## src/rtl/wps_pkg.sv

```systemverilog
package wps_pkg;

    typedef enum logic [1:0] {
        Q_IDLE     = 2'd0,
        Q_ARMED    = 2'd1,
        Q_RELEASED = 2'd2
    } q_state_e;

    typedef enum logic {
        U_IDLE = 1'b0,
        U_HELD = 1'b1
    } u_state_e;

    function automatic int field_width(input int nregs, input int one_hot);
        return (one_hot != 0) ? nregs : $clog2(nregs);
    endfunction

endpackage

```

## src/rtl/wps_req_decode.sv

```systemverilog
module wps_req_decode #(
    parameter int NR      = 8,
    parameter int ONE_HOT = 0,
    parameter int RW      = 3
) (
    input  logic          vld,
    input  logic [RW-1:0] req,
    output logic [NR-1:0] mask
);
    generate
        if (ONE_HOT != 0) begin : g_onehot
            always_comb begin
                mask = '0;
                for (int k = 0; k < NR; k++) begin
                    mask[k] = vld & req[k];
                end
            end
        end else begin : g_binary
            always_comb begin
                mask = '0;
                for (int k = 0; k < NR; k++) begin
                    mask[k] = vld && (req == RW'(k));
                end
            end
        end
    endgenerate
endmodule

```

## src/rtl/wps_unit_tracker.sv

```systemverilog
module wps_unit_tracker
    import wps_pkg::*;
#(
    parameter int NR      = 8,
    parameter int ONE_HOT = 0,
    parameter int RW      = 3
) (
    input  logic          clk,
    input  logic          rst_n,
    input  logic          issue,
    input  logic          wrflag,
    input  logic [RW-1:0] dest,
    input  logic          busy,
    input  logic          done,
    input  logic          resok,
    output logic [NR-1:0] clr_mask
);
    u_state_e      state_q, state_d;
    logic [RW-1:0] dest_q;
    logic          fire;

    // state register
    always_ff @(posedge clk) begin
        if (!rst_n) begin
            state_q <= U_IDLE;
            dest_q  <= '0;
        end else begin
            state_q <= state_d;
            if (issue && wrflag) dest_q <= dest;
        end
    end

    // transitions: latch / unlatch
    always_comb begin
        state_d = state_q;
        unique case (state_q)
            U_IDLE: if (issue && wrflag) state_d = U_HELD;
            U_HELD: begin
                if (issue)      state_d = wrflag ? U_HELD : U_IDLE;
                else if (!busy) state_d = U_IDLE;
            end
            default: state_d = U_IDLE;
        endcase
    end

    // outputs
    always_comb begin
        fire = (state_q == U_HELD) && done && !resok;
    end

    wps_req_decode #(.NR(NR), .ONE_HOT(ONE_HOT), .RW(RW)) u_dec (
        .vld (fire),
        .req (dest_q),
        .mask(clr_mask)
    );
endmodule

```

## src/rtl/wps_read_query.sv

```systemverilog
module wps_read_query
    import wps_pkg::*;
#(
    parameter int NR      = 8,
    parameter int ONE_HOT = 0,
    parameter int RW      = 3
) (
    input  logic          clk,
    input  logic          rst_n,
    input  logic          active,
    input  logic          rdflag,
    input  logic          busy,
    input  logic [RW-1:0] src,
    input  logic [NR-1:0] pend,
    output logic          hazard
);
    q_state_e      state_q, state_d;
    logic          gate;
    logic [NR-1:0] mask;

    // state register
    always_ff @(posedge clk) begin
        if (!rst_n) state_q <= Q_IDLE;
        else        state_q <= state_d;
    end

    // transitions: arm / release / drop
    always_comb begin
        state_d = state_q;
        unique case (state_q)
            Q_IDLE:     if (active && rdflag) state_d = Q_ARMED;
            Q_ARMED: begin
                if (!(active && rdflag))  state_d = Q_IDLE;
                else if (busy && !hazard) state_d = Q_RELEASED;
            end
            Q_RELEASED: if (!active) state_d = Q_IDLE;
            default:    state_d = Q_IDLE;
        endcase
    end

    // outputs
    always_comb begin
        gate   = active && rdflag && (state_q != Q_RELEASED);
        hazard = |(pend & mask);
    end

    wps_req_decode #(.NR(NR), .ONE_HOT(ONE_HOT), .RW(RW)) u_dec (
        .vld (gate),
        .req (src),
        .mask(mask)
    );
endmodule

```

## src/rtl/wps_scoreboard.sv

```systemverilog
module wps_scoreboard
    import wps_pkg::*;
#(
    parameter int NR      = 8,
    parameter int NS      = 2,
    parameter int NC      = 2,
    parameter int NU      = 2,
    parameter int NQ      = 2,
    parameter int NW      = 2,
    parameter int ONE_HOT = 0,
    localparam int RW     = field_width(NR, ONE_HOT)
) (
    input  logic            clk,
    input  logic            rst_n,
    input  logic [NS-1:0]   set_vld,
    input  logic [NS*RW-1:0] set_reg,
    input  logic [NC-1:0]   clr_vld,
    input  logic [NC*RW-1:0] clr_reg,
    input  logic [NU-1:0]   u_issue,
    input  logic [NU-1:0]   u_wrflag,
    input  logic [NU*RW-1:0] u_dest,
    input  logic [NU-1:0]   u_busy,
    input  logic [NU-1:0]   u_done,
    input  logic [NU-1:0]   u_resok,
    input  logic [NQ-1:0]   rq_active,
    input  logic [NQ-1:0]   rq_rdflag,
    input  logic [NQ-1:0]   rq_busy,
    input  logic [NQ*RW-1:0] rq_reg,
    output logic [NQ-1:0]   rq_hazard,
    input  logic [NW-1:0]   ww_vld,
    input  logic [NW*RW-1:0] ww_reg,
    output logic [NW-1:0]   ww_hit,
    output logic            ww_stall,
    output logic [NR-1:0]   pending
);
    logic [NR-1:0] set_m  [NS];
    logic [NR-1:0] clr_m  [NC];
    logic [NR-1:0] unit_m [NU];
    logic [NR-1:0] ww_m   [NW];
    logic [NR-1:0] set_vec, clr_vec;

    genvar gi;
    generate
        for (gi = 0; gi < NS; gi++) begin : g_set
            wps_req_decode #(.NR(NR), .ONE_HOT(ONE_HOT), .RW(RW)) u_dec (
                .vld(set_vld[gi]), .req(set_reg[gi*RW +: RW]), .mask(set_m[gi]));
        end
        for (gi = 0; gi < NC; gi++) begin : g_clr
            wps_req_decode #(.NR(NR), .ONE_HOT(ONE_HOT), .RW(RW)) u_dec (
                .vld(clr_vld[gi]), .req(clr_reg[gi*RW +: RW]), .mask(clr_m[gi]));
        end
        for (gi = 0; gi < NU; gi++) begin : g_unit
            wps_unit_tracker #(.NR(NR), .ONE_HOT(ONE_HOT), .RW(RW)) u_trk (
                .clk(clk), .rst_n(rst_n),
                .issue(u_issue[gi]), .wrflag(u_wrflag[gi]),
                .dest(u_dest[gi*RW +: RW]), .busy(u_busy[gi]),
                .done(u_done[gi]), .resok(u_resok[gi]),
                .clr_mask(unit_m[gi]));
        end
        for (gi = 0; gi < NQ; gi++) begin : g_rq
            wps_read_query #(.NR(NR), .ONE_HOT(ONE_HOT), .RW(RW)) u_q (
                .clk(clk), .rst_n(rst_n),
                .active(rq_active[gi]), .rdflag(rq_rdflag[gi]),
                .busy(rq_busy[gi]), .src(rq_reg[gi*RW +: RW]),
                .pend(pending), .hazard(rq_hazard[gi]));
        end
        for (gi = 0; gi < NW; gi++) begin : g_ww
            wps_req_decode #(.NR(NR), .ONE_HOT(ONE_HOT), .RW(RW)) u_dec (
                .vld(ww_vld[gi]), .req(ww_reg[gi*RW +: RW]), .mask(ww_m[gi]));
        end
    endgenerate

    // OR-merge of every request source
    always_comb begin
        set_vec = '0;
        clr_vec = '0;
        for (int i = 0; i < NS; i++) set_vec = set_vec | set_m[i];
        for (int i = 0; i < NC; i++) clr_vec = clr_vec | clr_m[i];
        for (int i = 0; i < NU; i++) clr_vec = clr_vec | unit_m[i];
    end

    // pending array: set has priority over clear
    always_ff @(posedge clk) begin
        if (!rst_n) pending <= '0;
        else        pending <= (pending & ~clr_vec) | set_vec;
    end

    // destination queries
    always_comb begin
        for (int i = 0; i < NW; i++) ww_hit[i] = |(pending & ww_m[i]);
        ww_stall = |ww_hit;
    end
endmodule

```

## config.mk

```make
export PLATFORM = sky130hd
export DESIGN_NAME = wps_scoreboard
export DESIGN_NICKNAME = d
export VERILOG_FILES = /design/src/rtl/wps_pkg.sv /design/src/rtl/wps_req_decode.sv /design/src/rtl/wps_unit_tracker.sv /design/src/rtl/wps_read_query.sv /design/src/rtl/wps_scoreboard.sv
export SDC_FILE = /design/constraint.sdc
export NUM_CORES = 1
export LEC_CHECK = 0
export ABC_AREA = 1
export CAP_MARGIN = 20
export CORE_MARGIN = 5
export CORE_UTILIZATION = 49
export CTS_CLUSTER_SIZE = 40
export DETAILED_ROUTE_END_ITERATION = 7
export GPL_TIMING_DRIVEN = 0
export MAX_ROUTING_LAYER = met4
export PLACE_DENSITY = 0.87
export SLEW_MARGIN = 5
export SYNTH_ARGS = -nofsm -noshare
export SYNTH_HDL_FRONTEND = slang
export SYNTH_HIERARCHICAL = 1
export SYNTH_SLANG_ARGS = --single-unit
```

## constraint.sdc

```tcl
create_clock -name clk -period 1.98 [get_ports clk]
set_input_delay 0.297 -clock clk [delete_from_list [all_inputs] [get_ports clk]]
set_output_delay 0.297 -clock clk [all_outputs]
set_load 0.02 [all_outputs]
```

Word-level counts from Yosys, hierarchy flattened
Cells that the tools add are included.
{ "totals": {"inputBits": 54, "mem_count": 0, "latchBits": 0, "ff_bits": 20, "romBits": 0, "ramBits": 0} }
{ "op_classes": {"n_addsub": 0, "n_mux": 20, "bitwise": 13, "shift": 0, "div_mod_pow": 0, "mul": 0, "n_lt_le_gt_ge": 0, "n_reduce_logical": 115, "n_eq_ne": 82} }
{ "op_table": {"columns": ["op", "count"], "rows": [
  ["== test 3 bit, second input constant", 40],
  ["logical AND 1 bit", 92],
  ["== test 3 x 2 -> 1 bit, second input constant", 20],
  ["AND 8 bit", 5],
  ["OR 8 bit", 5],
  ["OR reduction 8 bit", 4],
  ["== test 3 x 1 -> 1 bit, second input constant", 10],
  ["logical NOT 3 bit", 10],
  ["2-to-1 mux 2 bit", 8],
  ["OR reduction 16 bit", 1],
  ["case mux 2 bit (3 select lines)", 2],
  ["2-to-1 mux 1 bit", 8],
  ["!= test 2 bit, second input constant", 4],
  ["NOT 8 bit", 1],
  ["!= test 3 x 2 -> 1 bit, second input constant", 2],
  ["AND reduction 3 bit", 2],
  ["== test 2 x 1 -> 1 bit, second input constant", 2],
  ["== test 2 bit, second input constant", 2],
  ["logical NOT 1 bit", 4],
  ["logical NOT 2 bit", 2],
  ["!= test 2 x 1 -> 1 bit, second input constant", 2],
  ["case mux 1 bit (2 select lines)", 2],
  ["NOT 1 bit", 2]
]} }

Depth between registers and ports, before layout
Gate-level depths: netlist (run 1).
{ "logic_depth": {"ltp_word": 10, "ltp_mapped": 11} }

By module
The synthesis (run 1) kept the hierarchy.
{ "by_module_without_submodules": {"columns": ["module", "cells_each", "area_per_inst_um2", "instances"], "rows": [
  ["wps_req_decode", 17, 63.8, 10],
  ["wps_scoreboard", 92, 503.0, 1],
  ["wps_read_query", 34, 191.4, 2],
  ["wps_unit_tracker", 20, 152.6, 2]
]} }

Worst setup path after synthesis (run 1)
OpenSTA, ideal clock, no wires.
{ "synth_path": {"path_kind": "input -> output", "from": "input port rq_active[0]", "to": "output port rq_hazard[0]", "slack_ps": 664, "stages": 8, "required_time_ps": 1683, "t_arrival_ps": 1019, "path_buffers": 0, "cell_sequence": "nand2_1 > a21oi_1 > nand2_1 > nor2_1 > nand2_1 > nand2_1 > nor2_2 > nand2_2"} }
{ "synth_via": {"elab_chain_cells": 5, "word_cells_on_any_way": 12} }
{ "synth_rtl": {"columns": ["item", "line", "text"], "rows": [
  ["start, declared", "wps_scoreboard.sv:25", "input logic [NQ-1:0] rq_active,"],
  ["logical AND 1 bit (2 in series)", "wps_read_query.sv:43", "gate = active && rdflag && (state_q != Q_RELEASED);"],
  ["named net g_rq[0].u_q.gate", "wps_read_query.sv:18", "logic gate;"],
  ["logical AND 1 bit", "wps_req_decode.sv:22", "mask[k] = vld && (req == RW'(k));"],
  ["named net g_rq[0].u_q.mask[0]", "wps_read_query.sv:19", "logic [NR-1:0] mask;"],
  ["AND 8 bit", "wps_read_query.sv:44", "hazard = |(pend & mask);"],
  ["OR reduction 8 bit", "wps_read_query.sv:44", null],
  ["end, declared", "wps_scoreboard.sv:29", "output logic [NQ-1:0] rq_hazard,"]
]} }
The timed path passes the listed nets, and every way through them passes these cells.

Worst setup path in the final report (run 1)
{ "layout_path": {"from": "input port rq_rdflag[0]", "to": "output port rq_hazard[0]"} }
{ "layout_via": {"elab_chain_cells": 5, "word_cells_on_any_way": 12} }
{ "layout_rtl": {"columns": ["item", "line", "text"], "rows": [
  ["start, declared", "wps_scoreboard.sv:26", "input logic [NQ-1:0] rq_rdflag,"],
  ["logical AND 1 bit (2 in series)", "wps_read_query.sv:43", null],
  ["named net g_rq[0].u_q.gate", "wps_read_query.sv:18", null],
  ["logical AND 1 bit", "wps_req_decode.sv:22", null],
  ["named net g_rq[0].u_q.mask[6]", "wps_read_query.sv:19", null],
  ["AND 8 bit", "wps_read_query.sv:44", null],
  ["OR reduction 8 bit", "wps_read_query.sv:44", null]
]} }
The timed path passes the listed nets, and every way through them passes these cells.

==> results of run 1 <==
[state kept, by name (all words and copies together) (netlist names)]
register / count
g_rq.u_q/state_q: 4
g_unit.u_trk/dest_q: 6
g_unit.u_trk/state_q: 2
pending: 8
[power groups by stage]
stage	sequential, uW	combinational, uW	clock [uW]
detailed placement	455	320	0
CTS	446	324	411
global route	450	362	430
finish	447	328	406
floorplan	458	134	0
global placement	455	313	0
[metrics by stage]
stage | util [%] | area, um^2 | cells | power (uW) | setup WS (ps)
floorplan | - | 1830 | 370 | 592 | 664
global placement | 70.2 | 2550 | 484 | 768 | -509
detailed placement | 70.2 | 2550 | 484 | 775 | -525
CTS | 72.8 | 2640 | 488 | 1180 | -11.3
global route | 73.4 | 2670 | 489 | 1240 | -99.9
finish | 73.4 | 2670 | 489 | 1180 | 6.39
[timing repair]
action,4_1_cts,5_1_grt
gates resized for setup,24,14
setup endpoints to repair,5,5
pin swaps,1,2
setup buffers,0,1
hold endpoints to repair,0,0
gates cloned,0,0
[path summary, 6_finish.rpt]
kind / from / to / slack (ps) / depth (start not counted)
setup / recovery: rq_rdflag[0] / rq_hazard[0] / 6 / 10
hold / removal: rq_rdflag[1] / g_rq[1].u_q/state_q[0] / 370 / 3
setup reg to reg: g_rq[0].u_q/state_q[1] / g_rq[0].u_q/state_q[0] / 580 / 9
hold reg to reg: g_unit[0].u_trk/state_q / g_unit[0].u_trk/state_q / 480 / 2
[critical path, stage by stage]
cell and delay [ps]:
clkdlybuf4s50_1 490, nand2_2 90, a21oi_4 150, nand2_2 90, nor2_1 100, nand2_1 80
nand2_1 100, nor2_2 50, nand2_2 90, buf_6 130
[kinds of logic (layout without fill, tap and decap cells)]
kind of cell	count (synthesis)	count (layout)	synth area share (%)
and+or+nand+nor	267	267	59.0
buffers and inverters	59	130	12.1
DFF	20	20	21.9
AOI/OAI and AO/OA	24	24	6.98
[cell type report]
class,instances,area (um^2),share of cell area (%)
clock buffers,3,41.3,1.55
clock inverters,1,30.0,1.13
inverters,59,221,8.30
multi-input cells,291,1250,47.0
flip-flops and latches,20,400,15.0
well taps,48,60.1,2.25
repair buffers,67,659,24.7
[synthesized netlist by cell type]
cell,number
nand3_1,20
dfxtp_1,20
nand2_2,4
a21oi_2,2
nor2_2,8
nand4_1,4
nor3_2,2
a21oi_1,20
o21ai_1,2
inv_2,4
nand2_1,125
nor2_1,104
inv_1,55
[routing by layer]
metal / track usage [%] / vias up / routed length, um
met4: 4.18 / 0 / 36
met3: 4.26 / 6 / 287
li1: - / 1257 / -
met2: 39.1 / 56 / 2710
met1: 23.1 / 1013 / 2200
met5: - / - / 0
==> reports/qor.txt, run 1 <==
Synthesis-to-layout area growth -> 45.8%
Final ANT Viol Nets -> 0
Worst vdd ir -> 0.488 mV
Sw Ratio -> 27.5%
Final min period -> 1970 ps
Clock transition at path regs -> 70 ps
Die area -> 5060 um^2
CTS Hold Buffers Added -> 0
Internal power -> 856 uW
Violation count after the first detailed-routing iteration -> 119
Drt pass-1 iters -> 4
First-pass GRT wire length -> 8610 um
Post-route DRC -> 0
Max Fclk -> 507 MHz
Commonest non-fill, non-tap cell in the layout -> nand2_1
Synth Cell Area -> 1830 um^2
Vias/cell -> 4.77
Nature of the critical path endpoint -> output port
Worst endpoint required time -> 1680 ps
Via count -> 2332
Die H -> 71.1 um
CP Launch Type -> input pin
Remaining global-route overflow -> 0
Clock Power Share -> 34.4%
Gate count after technology mapping -> 370
Gate power share -> 27.8%
Hold Vio Cnt, Final -> 0
Leak pwr -> 0.00124 uW
NetSw -> 325 uW
Layout cells sized above 1 -> 9.52%
Hold slack -> 373 ps
DP HPWL -> 4170 um
I/O Buffers -> 66
Wire per inst -> 10.7 um
Horiz. Die Dim -> 71.1 um
Vias in the first global route -> 2111
Num rows -> 22
I/O pin total -> 67
Antenna cells -> 0
Syn_area_per_cell -> 4.94 um^2
Depth of the CTS H-tree -> 1
Crit Path Max Fanout -> 4
Final period utilization -> 99.7%
Slew headroom -> 81.3%
RSZ-0062 raised after global routing -> yes
Top-area cell type share of the netlist area -> 25.6%
CTS sink count -> 20
RePlAce Congestion -> 0.861
Crit Path Category -> in2out
Syn_nets -> 424
Clk_skew -> 2.65 ps
Synth Warn # -> 6
Core box area -> 3630 um^2
CTS Buf Count -> 3
Routed WL -> 5240 um
Latest clock arrival within the worst-skew pair -> 260 ps
#FFs+latches synth -> 20
Power per cell area -> 443 nW/um^2
Initial antenna violation count -> 0
Hold Path Class -> in2reg
Data arrival time of the worst path -> 1680 ps
Setup tns final -> 0 ps
Starting density of the core -> 50.3%
Area leader, netlist -> nand2_1
Final setup violation count -> 0
Max Cap Viol -> 0
CTS max path bufs -> 2
GRT Total Usage -> 21.1%
Top post-synthesis cells by area -> nand2_1, dfxtp_1, nor2_1
CTS root buf -> clkbuf_8
TritonCTS clock tree -> built
Sequential share of the synthesized area -> 21.9%
Fillers -> 349
Yosys cell types -> 13
Flop pwr share -> 37.8%
Max Slew Vio Count -> 0
Nets@finish -> 496
Worst-Margin Slew -> 280 ps
Status -> finished clean
Highest-count cells in the layout ignoring fill and taps -> nand2_1, nor2_1, clkdlybuf4s50_1
Largest net degree at the start of global routing -> 13
Power figures use the tool's default switching activity.
==> run 2, diff against run 1 <==
==> constraint.sdc (replaced) <==
create_clock -name clk -period 1.98 [get_ports clk]
set_input_delay 0.594 -clock clk [delete_from_list [all_inputs] [get_ports clk]]
set_output_delay 0.594 -clock clk [all_outputs]
set_load 0.02 [all_outputs]
==> run 2 against run 1 <==
Effect of this change: core utilization is 8.2 points higher; cell count is 0.61% higher; clock power hardly changed; highest routed layer unchanged; combinational power is 22% higher; global-route usage is 1.5 points higher; the run now ends with setup timing left.
==> reports/qor.txt, run 2 (same netlist as run 1, synthesis figures left out) <==
Biggest register -> pending (unchanged)
Remaining global-route overflow -> 0 (unchanged)
Leak pwr -> 0.00138 uW (was 0.00124 uW)
Reg2reg setup slack -> 390 ps (was 580 ps)
Horiz. Die Dim -> 71.1 um (unchanged)
Via count -> 2477 (was 2332)
RSZ-0062 raised after global routing -> yes (unchanged)
Violated checks -> setup timing
Multi-input logic area -> 1450 um^2 (was 1250 um^2)
Initial antenna violation count -> 0 (unchanged)
Hold path start -> g_unit[0].u_trk/state_q (was rq_rdflag[1])
CP Launch Type -> input pin (unchanged)
Final period utilization -> 109% (was 99.7%)
Hold-critical path endpoint -> g_unit[0].u_trk/state_q (was g_rq[1].u_q/state_q[0])
Worst vdd ir -> 0.487 mV (was 0.488 mV)
Wire per inst -> 12.8 um (was 10.7 um)
Final setup violation count -> 5 (was 0)
Die H -> 71.1 um (unchanged)
CTS max path bufs -> 2 (unchanged)
Die area -> 5060 um^2 (unchanged)
Vias in the first global route -> 2247 (was 2111)
Layout cells sized above 1 -> 23.4% (was 9.52%)
Latest clock arrival within the worst-skew pair -> 260 ps (about the same)
Starting density of the core -> 50.3% (unchanged)
Routed WL -> 6310 um (was 5240 um)
RePlAce Congestion -> 0.861 (unchanged)
Num rows -> 22 (unchanged)
Max Cap Viol -> 0 (unchanged)
Core box area -> 3630 um^2 (unchanged)
Largest regs -> pending: 8 flops, g_unit.u_trk/dest_q: 6 flops, g_rq.u_q/state_q: 4 flops (unchanged)
Fillers -> 263 (was 349)
Crit Path Max Fanout -> 4 (unchanged)
CP max stage cell -> a21oi_4 (was clkdlybuf4s50_1)
Status -> finished with violations (was finished clean)
Depth of the CTS H-tree -> 1 (unchanged)
Data arrival time of the worst path -> 1560 ps (was 1680 ps)
CTS sink count -> 20 (unchanged)
Drt pass-1 iters -> 4 (unchanged)
Antenna cells -> 0 (unchanged)
CTS Hold Buffers Added -> 0 (unchanged)
CTS Buf Count -> 3 (unchanged)
Hold Path Class -> reg2reg (was in2reg)
Reg-to-reg critical path startpoint -> g_rq[1].u_q/state_q[1] (was g_rq[0].u_q/state_q[1])
Clock transition at path regs -> 70 ps (about the same)
Max Slew Vio Count -> 0 (unchanged)
Setup tns final -> -406 ps (was 0 ps)
Register area -> 400 um^2 (unchanged)
Slowest stage delay, CP -> 150 ps (was 490 ps)
Nature of the critical path endpoint -> output port (unchanged)
DP HPWL -> 4170 um (unchanged)
Max Fclk -> 465 MHz (was 507 MHz)
Hold slack -> 485 ps (was 373 ps)
Nets@finish -> 499 (was 496)
Crit-path cells -> buf_8 > nand2_4 > a21oi_4 > nand2_2 > nor2_2 > nand2_1 > nand2_1 > nor2_2 > nand2_2 > buf_6 (was clkdlybuf4s50_1 > nand2_2 > a21oi_4 > nand2_2 > nor2_1 > nand2_1 > nand2_1 > nor2_2 > nand2_2 > buf_6)
TritonCTS clock tree -> built (unchanged)
Final ANT Viol Nets -> 0 (unchanged)
Violation count after the first detailed-routing iteration -> 229 (was 119)
Final min period -> 2150 ps (was 1970 ps)
Synthesis-to-layout area growth -> 62.1% (was 45.8%)
Cells on worst reg2reg path -> 10 (was 9)
Power per cell area -> 423 nW/um^2 (was 443 nW/um^2)
Commonest non-fill, non-tap cell in the layout -> nand2_1 (unchanged)
Clk_skew -> 3.13 ps (was 2.65 ps)
I/O pin total -> 67 (unchanged)
Worst endpoint required time -> 1390 ps (was 1680 ps)
Highest-count cells in the layout ignoring fill and taps -> nand2_1, nor2_1, inv_1 (was nand2_1, nor2_1, clkdlybuf4s50_1)
CP top delay family -> simple AND/OR/NAND/NOR gates (was buffers and inverters)
R2R Path End -> g_rq[1].u_q/state_q[0] (was g_rq[0].u_q/state_q[0])
Hold Path Depth -> 2 (was 3)
CTS root buf -> clkbuf_8 (unchanged)
Vias/cell -> 5.03 (was 4.77)
Post-route DRC -> 0 (unchanged)
GRT Total Usage -> 22.6% (was 21.1%)
Slew headroom -> 81.5% (was 81.3%)
Largest net degree at the start of global routing -> 13 (unchanged)
Max FFs per register -> 8 (unchanged)
I/O Buffers -> 66 (unchanged)
Hold Vio Cnt, Final -> 0 (unchanged)
WP buf/inv -> 2 (unchanged)
Final setup margin -> -171 ps (was 6.39 ps)
Worst-Margin Slew -> 277 ps (was 280 ps)
Crit Path Category -> in2out (unchanged)
First-pass GRT wire length -> 9210 um (was 8610 um)
## run 2: worst min-delay path: cells and delay by family, from the launching register on
family | cells | cell delay (ps)
compound gates | 1 | 50
flops | 1 | 310
simple gates | 1 | 70
## run 2: metrics by stage
step                      setup slack, ps  utilization (%)  power, uW  instances  cell area [um^2]
after floorplan                      70.5                -        592        370              1830
after global placement              -1100             70.2        768        484              2550
after detailed placement            -1120             70.2        775        484              2550
after CTS                           -66.7             76.0       1200        492              2760
after global routing                 -213             81.6       1310        492              2970
final                                -171             81.6       1250        492              2970
## run 2: routing by layer
layer  GRT usage (%)  part of all wire [%]
met4            6.05                   1.6
met5               -                     0
met3            4.69                   5.8
met2            41.5                    54
met1            24.4                    38
## run 2: worst max path at each step
stage / start / to / slack, ps / depth (start not counted)
floorplan: rq_active[0] / rq_hazard[0] / 70 / 8
global placement: rq_active[0] / rq_hazard[0] / -1100 / 10
detailed placement: rq_active[0] / rq_hazard[0] / -1120 / 10
CTS: rq_rdflag[0] / rq_hazard[0] / -70 / 10
global route: rq_rdflag[1] / rq_hazard[1] / -210 / 10
finish: rq_rdflag[1] / rq_hazard[1] / -170 / 10
## run 2: layout make-up
class	instances	share of cell area [%]
multi-input combinational	291	48.8
timing repair buffer	70	24.7
sequential	20	13.5
inverter	59	8.57
tap	48	2.03
clock buffer	3	1.39
clock inverter	1	1.01
## run 2: power breakdown
part	total (uW)	internal (uW)	leakage, uW	switching [uW]
Sequential	447	421	0.000163	25.8
Clock	407	270	0.0000357	137
Combinational	401	192	0.00118	209
Total	1250	884	0.00138	371
## run 2: what timing repair did
action,in CTS,in global routing
buffers inserted,4,0
gates resized for setup,153,68
pin swaps,42,32
setup endpoints to repair,12,6
